$ cat config.mk
export PLATFORM = sky130hd
export DESIGN_NAME = prog_bank_mapper
export DESIGN_NICKNAME = d
export VERILOG_FILES = /design/src/rtl/prog_bank_pkg.sv /design/src/rtl/prog_bank_ctrl.sv /design/src/rtl/prog_bank_datapath.sv /design/src/rtl/prog_bank_mapper.sv
export SDC_FILE = /design/constraint.sdc
export NUM_CORES = 1
export LEC_CHECK = 0
export ABC_AREA = 1
export ABC_CLOCK_PERIOD_IN_PS = 1700
export BUFFER_PORTS_ARGS = -buffer_cell sky130_fd_sc_hd__buf_2
export CAP_MARGIN = 10
export CORE_AREA = 4 4 41 43
export CTS_CLUSTER_DIAMETER = 100
export DETAILED_ROUTE_END_ITERATION = 12
export DIE_AREA = 0 0 45 47
export PLACE_DENSITY = 0.82
export RECOVER_POWER = 25
export SYNTH_ARGS = -nofsm -noshare
export SYNTH_HDL_FRONTEND = slang
export SYNTH_SLANG_ARGS = --single-unit
$ cat constraint.sdc
create_clock -name clk -period 1.7 [get_ports clk]
set_input_delay 0.34 -clock clk [delete_from_list [all_inputs] [get_ports clk]]
set_output_delay 0.34 -clock clk [all_outputs]
set_load 0.02 [all_outputs]
$ cat src/rtl/prog_bank_pkg.sv
package prog_bank_pkg;
  parameter int LOGIC_ADDR_W = 16;
  parameter int PHYS_ADDR_W  = 17;
  parameter int SFR_W        = 8;
  parameter int BANK_SEL_W   = 2;

  typedef struct packed {
    logic bankWrite;
    logic bankRead;
  } bank_strobe_t;
endpackage

$ cat src/rtl/prog_bank_ctrl.sv
module prog_bank_ctrl
  import prog_bank_pkg::*;
#(
  parameter int               SFR_AW        = SFR_W,
  parameter logic [SFR_AW-1:0] BANK_SFR_ADDR = 8'hD7,
  parameter bit               FLAT_64K      = 1'b0
) (
  input  logic [SFR_AW-1:0] sfrAddr,
  input  logic              sfrWrEn,
  input  logic              sfrRdEn,
  output bank_strobe_t      strobe
);
  logic addrHit;

  always_comb begin
    addrHit         = (sfrAddr == BANK_SFR_ADDR);
    strobe.bankRead = sfrRdEn && addrHit;
    // In the flat build the register is frozen, so no write strobe is issued.
    strobe.bankWrite = !FLAT_64K && sfrWrEn && addrHit;
  end
endmodule

$ cat src/rtl/prog_bank_datapath.sv
module prog_bank_datapath
  import prog_bank_pkg::*;
#(
  parameter int LA_W     = LOGIC_ADDR_W,
  parameter int PA_W     = PHYS_ADDR_W,
  parameter int DW       = SFR_W,
  parameter int SEL_W    = BANK_SEL_W,
  parameter bit FLAT_64K = 1'b0
) (
  input  logic            clk,
  input  logic            rstN,
  input  bank_strobe_t    strobe,
  input  logic [DW-1:0]   wrData,
  input  logic [LA_W-1:0] fetchAddr,
  output logic [DW-1:0]   rdData,
  output logic [PA_W-1:0] physAddr,
  output logic            invalid,
  output logic [SEL_W-1:0] curBank
);
  localparam int OFS_W = LA_W - 1;
  localparam logic [SEL_W-1:0] RESERVED = '1;
  localparam logic [SEL_W-1:0] LAST_OK  = RESERVED - 1'b1;

  generate
    if (FLAT_64K) begin : g_flat
      logic unusedFlat;
      assign unusedFlat = ^{clk, rstN, strobe, wrData};
      assign curBank    = '0;
      assign rdData     = '0;
      assign invalid    = 1'b0;
      assign physAddr   = {{(PA_W-LA_W){1'b0}}, fetchAddr};
    end else begin : g_banked
      logic [SEL_W-1:0] bankReg;
      logic [SEL_W-1:0] effBank;
      logic [SEL_W-1:0] slot;
      logic             unusedHigh;

      assign unusedHigh = ^wrData[DW-1:SEL_W];

      always_ff @(posedge clk) begin
        if (!rstN)
          bankReg <= '0;
        else if (strobe.bankWrite)
          bankReg <= wrData[SEL_W-1:0];
      end

      always_comb begin
        // The reserved code aliases onto the highest legal bank.
        effBank = (bankReg == RESERVED) ? LAST_OK : bankReg;
        slot    = fetchAddr[LA_W-1] ? effBank + 1'b1 : '0;
      end

      assign physAddr = {slot, fetchAddr[OFS_W-1:0]};
      assign invalid  = (bankReg == RESERVED);
      assign rdData   = strobe.bankRead ? {{(DW-SEL_W){1'b0}}, bankReg} : '0;
      assign curBank  = bankReg;
    end
  endgenerate
endmodule

$ cat src/rtl/prog_bank_mapper.sv
module prog_bank_mapper
  import prog_bank_pkg::*;
#(
  parameter int         LA_W          = LOGIC_ADDR_W,
  parameter int         PA_W          = PHYS_ADDR_W,
  parameter int         DW            = SFR_W,
  parameter int         SEL_W         = BANK_SEL_W,
  parameter logic [7:0] BANK_SFR_ADDR = 8'hD7,
  parameter bit         FLAT_64K      = 1'b0
) (
  input  logic            clk,
  input  logic            rstN,
  input  logic [LA_W-1:0] fetchAddr,
  input  logic            fetchStrobe,
  input  logic [7:0]      sfrAddr,
  input  logic            sfrWrEn,
  input  logic [DW-1:0]   sfrWrData,
  input  logic            sfrRdEn,
  output logic [DW-1:0]   sfrRdData,
  output logic [PA_W-1:0] physAddr,
  output logic            physValid,
  output logic            bankInvalid
);
  bank_strobe_t     strobe;
  logic [SEL_W-1:0] curBank;

  prog_bank_ctrl #(
    .SFR_AW(8), .BANK_SFR_ADDR(BANK_SFR_ADDR), .FLAT_64K(FLAT_64K)
  ) u_ctrl (
    .sfrAddr(sfrAddr), .sfrWrEn(sfrWrEn), .sfrRdEn(sfrRdEn), .strobe(strobe)
  );

  prog_bank_datapath #(
    .LA_W(LA_W), .PA_W(PA_W), .DW(DW), .SEL_W(SEL_W), .FLAT_64K(FLAT_64K)
  ) u_dp (
    .clk(clk), .rstN(rstN), .strobe(strobe), .wrData(sfrWrData),
    .fetchAddr(fetchAddr), .rdData(sfrRdData), .physAddr(physAddr),
    .invalid(bankInvalid), .curBank(curBank)
  );

  assign physValid = fetchStrobe;
endmodule

==> flow_metrics.py <==
metrics = {
    "setup_path": {
        "worst_r2r_endpoint": "u_dp.curBank[1]",
        "reg2reg_from": "u_dp.curBank[1]",
        "crit_fanout": 2,
        "crit_buf_inv": 3,
        "path_cells": "buf_2, inv_1, nand2_1, nor2_2, nand3_1, nor2_1, buf_2",
        "cpMostUsedCell": "buf_2",
        "rrSetupSlack_ns": 1.04,
        "cp_data_required_time_ns": 1.36,
        "path_depth": 7,
        "worstRegToRegCells": 4,
        "crit_type": "input port to output pin",
        "end_kind": "output pin",
        "critPathMaxStageDelay_ns": 0.16,
        "cp_slowest_cell": "buf_2",
        "path_delay_family": "simple AND/OR/NAND/NOR gates",
        "cp_data_arrival_time_ns": 0.99,
        "crit_path_start_kind": "input port",
    },
    "floorplan": {
        "dieWidth_um": 45,
        "io_pins": 64,
        "design.core.area_um2": 1301,
        "die_area_um2": 2115,
        "placementRows": 13,
        "dieHeight_um": 47,
        "start_util_pct": 27.88,
    },
    "clock_tree": {
        "root_buffer": "clkbuf_4",
        "cts_resized": 0,
        "htree_levels": 1,
        "cts_tree": "built",
        "clkTransAtPathRegs_ns": 0.03,
        "holdBufCountCts": 0,
        "postCtsSetupRepairBufs": 0,
        "clock_latency_ns": 0.22,
        "clk_path_buf_depth": 2,
        "clkSinkCount": 2,
        "cts_buffers": 3,
    },
    "drt": {
        "viasPerCell": 3.732,
        "drt_iter0_drc": 4,
        "wl_per_cell_um": 7.927,
        "finalWirelength_um": 650,
        "antenna_left": 0,
        "dr.pass1.iters": 3,
        "drc": 0,
        "vias": 306,
    },
    "sta": {
        "fin_crit_ns": 1.327,
        "period_share_pct": 78.08,
        "slew_viol_final": 0,
        "grt_setup_unrepaired": "false",
        "finalHoldViolations": 0,
        "max_freq_mhz": 753.4,
        "skew_ns": 0,
        "setup_viol_count_final": 0,
        "fin_tns_setup_ns": 0,
    },
    "place": {
        "hpwl_um": 557.3,
        "dpl_cell_area_um2": 330.3,
        "io_buffers": 19,
        "gp_congestion": 0.7123,
        "dp_cells": 79,
    },
    "power": {
        "switchingPower_uw": 55.58,
        "seq_power_share_pct": 24.0,
        "p_leak_nw": 0.2226,
        "comb_power_share_pct": 22.9,
        "internal-power_uw": 142.3,
        "peakVddDrop_uv": 128.4,
        "p_clk_share_pct": 53.1,
        "swShare_pct": 28.09,
        "power.density_nw_per_um2": 560.7,
    },
    "grt": {
        "grt_pass1_vias": 304,
        "grt_usage_pct": 6.940,
        "grt_start_max_net_pins": 5,
        "antenna_found_initial": 0,
        "grt_pass1_wl_um": 1028,
        "gr-total-overflow": 0,
    },
    "worst_hold_path": {
        "hold_start": "rstN",
        "hold_path_class": "input port to flip-flop",
        "hold_path_end": "u_dp.curBank[0]",
        "hold_path_depth": 3,
    },
    "layout": {
        "multi_input_area_um2": 138.9,
        "drive_above_1_share_pct": 35.82,
        "syn_to_final_growth_pct": -2.759,
        "final_cells": 82,
        "largest_reg_flops": 2,
        "final_cell_area_um2": 352.8,
        "regArea_um2": 40.04,
        "nFillCells": 153,
        "diodes": 0,
        "nNetsFinal": 106,
    },
    "yosys": {
        "synth.top_cell.area_share_pct": 45.52,
        "synth.ff_latch_count": 2,
        "yosys.area.top_type": "buf_4",
        "synthTopCellsByArea": "buf_4, nand2_1, dfxtp_1",
        "synth_area_per_cell_um2": 5.852,
        "yosysWarnings": 0,
        "syn_area_um2": 362.8,
        "yosysSeqAreaShare_pct": 11.03,
        "synthCells": 62,
        "yosysUniqueCellTypes": 10,
    },
    "outcome": {
        "status": "finished, final reports clean",
    },
    "flow_run": {
        "drv_cap": 0,
    },
}
layout by cell type (no fill, tap or decap), drive strengths merged:
cell type	count
nand3	2
conb	6
nor2	8
inv	10
clkbuf	3
nand2	13
buf	19
a21oi	2
dfxtp	2
nand4	2
worst register-to-register path: stages (launching register included):
cell     delay [ns]
dfxtp_1        0.30
inv_1          0.10
nand2_1        0.07
inv_1          0.05
nor2_1         0.04
worst max path at each step:
stage | from | end | slack (ns)
after CTS | sfrAddr[5] | sfrRdData[0] | 0.36
after global routing | sfrAddr[5] | sfrRdData[1] | 0.23
final | sfrAddr[5] | sfrRdData[0] | 0.37
after global placement | sfrAddr[3] | sfrRdData[1] | 0.37
after detailed placement | sfrAddr[5] | sfrRdData[0] | 0.36
after floorplan | sfrAddr[3] | sfrRdData[0] | 0.45
per-layer routing:
layer  share of wire [%]  routed length [µm]  global-route usage [%]
met5                   0                   0                       0
met1                  34                 218                   6.335
met2                  49                 316                   11.30
met4                 1.2                   8                   8.187
met3                  16                 107                   2.299
cells by family (layout without fill, tap and decap cells):
group                  count (synthesis)  in the layout  share of synthesized area [%]
DFF                                    2              2                          11.03
other                                  1              6                          1.033
AOI/OAI and AO/OA                      2              2                          2.759
and+or+nand+nor                       25             25                          29.31
buffers and inverters                 32             32                          55.86
per-stage QoR:
| step | total power, mW | hold slack, ns | utilization (%) | worst slack, ns |
|---|---|---|---|---|
| 6_report | 0.1978 | 0.3548 | 27.12 | 0.3726 |
| 4_1_cts | 0.2075 | 0.3462 | 27.12 | 0.3614 |
| 3_5_place_dp | 0.09345 | 0.5754 | 25.38 | 0.3623 |
| 3_3_place_gp | 0.09245 | 0.5694 | 25.38 | 0.3686 |
| 5_1_grt | 0.2123 | 0.3634 | 27.12 | 0.2333 |
| 2_1_floorplan | 0.1385 | 0.4613 | - | 0.4505 |
power groups by stage:
stage | Clock, mW | Sequential [mW] | Combinational (mW)
after floorplan | 0 | 0.0481 | 0.0904
after CTS | 0.115 | 0.0474 | 0.0454
after global routing | 0.114 | 0.0475 | 0.0506
after detailed placement | 0 | 0.0481 | 0.0454
final | 0.105 | 0.0475 | 0.0452
after global placement | 0 | 0.0481 | 0.0444
synthesized netlist by cell type, drive strengths merged:
library cell	instances
nand4	2
conb	1
a21oi	2
buf	22
nand3	2
dfxtp	2
inv	10
nand2	13
nor2	8
area by class of cell:
class                      count  share of cell area (%)
multi-input combinational     33                   39.36
inverter                      10                   10.64
sequential                     2                   11.35
clock buffer                   3                   6.383
tap                           15                   5.319
timing repair buffer          19                   26.95
Power figures use the tool's default switching activity.
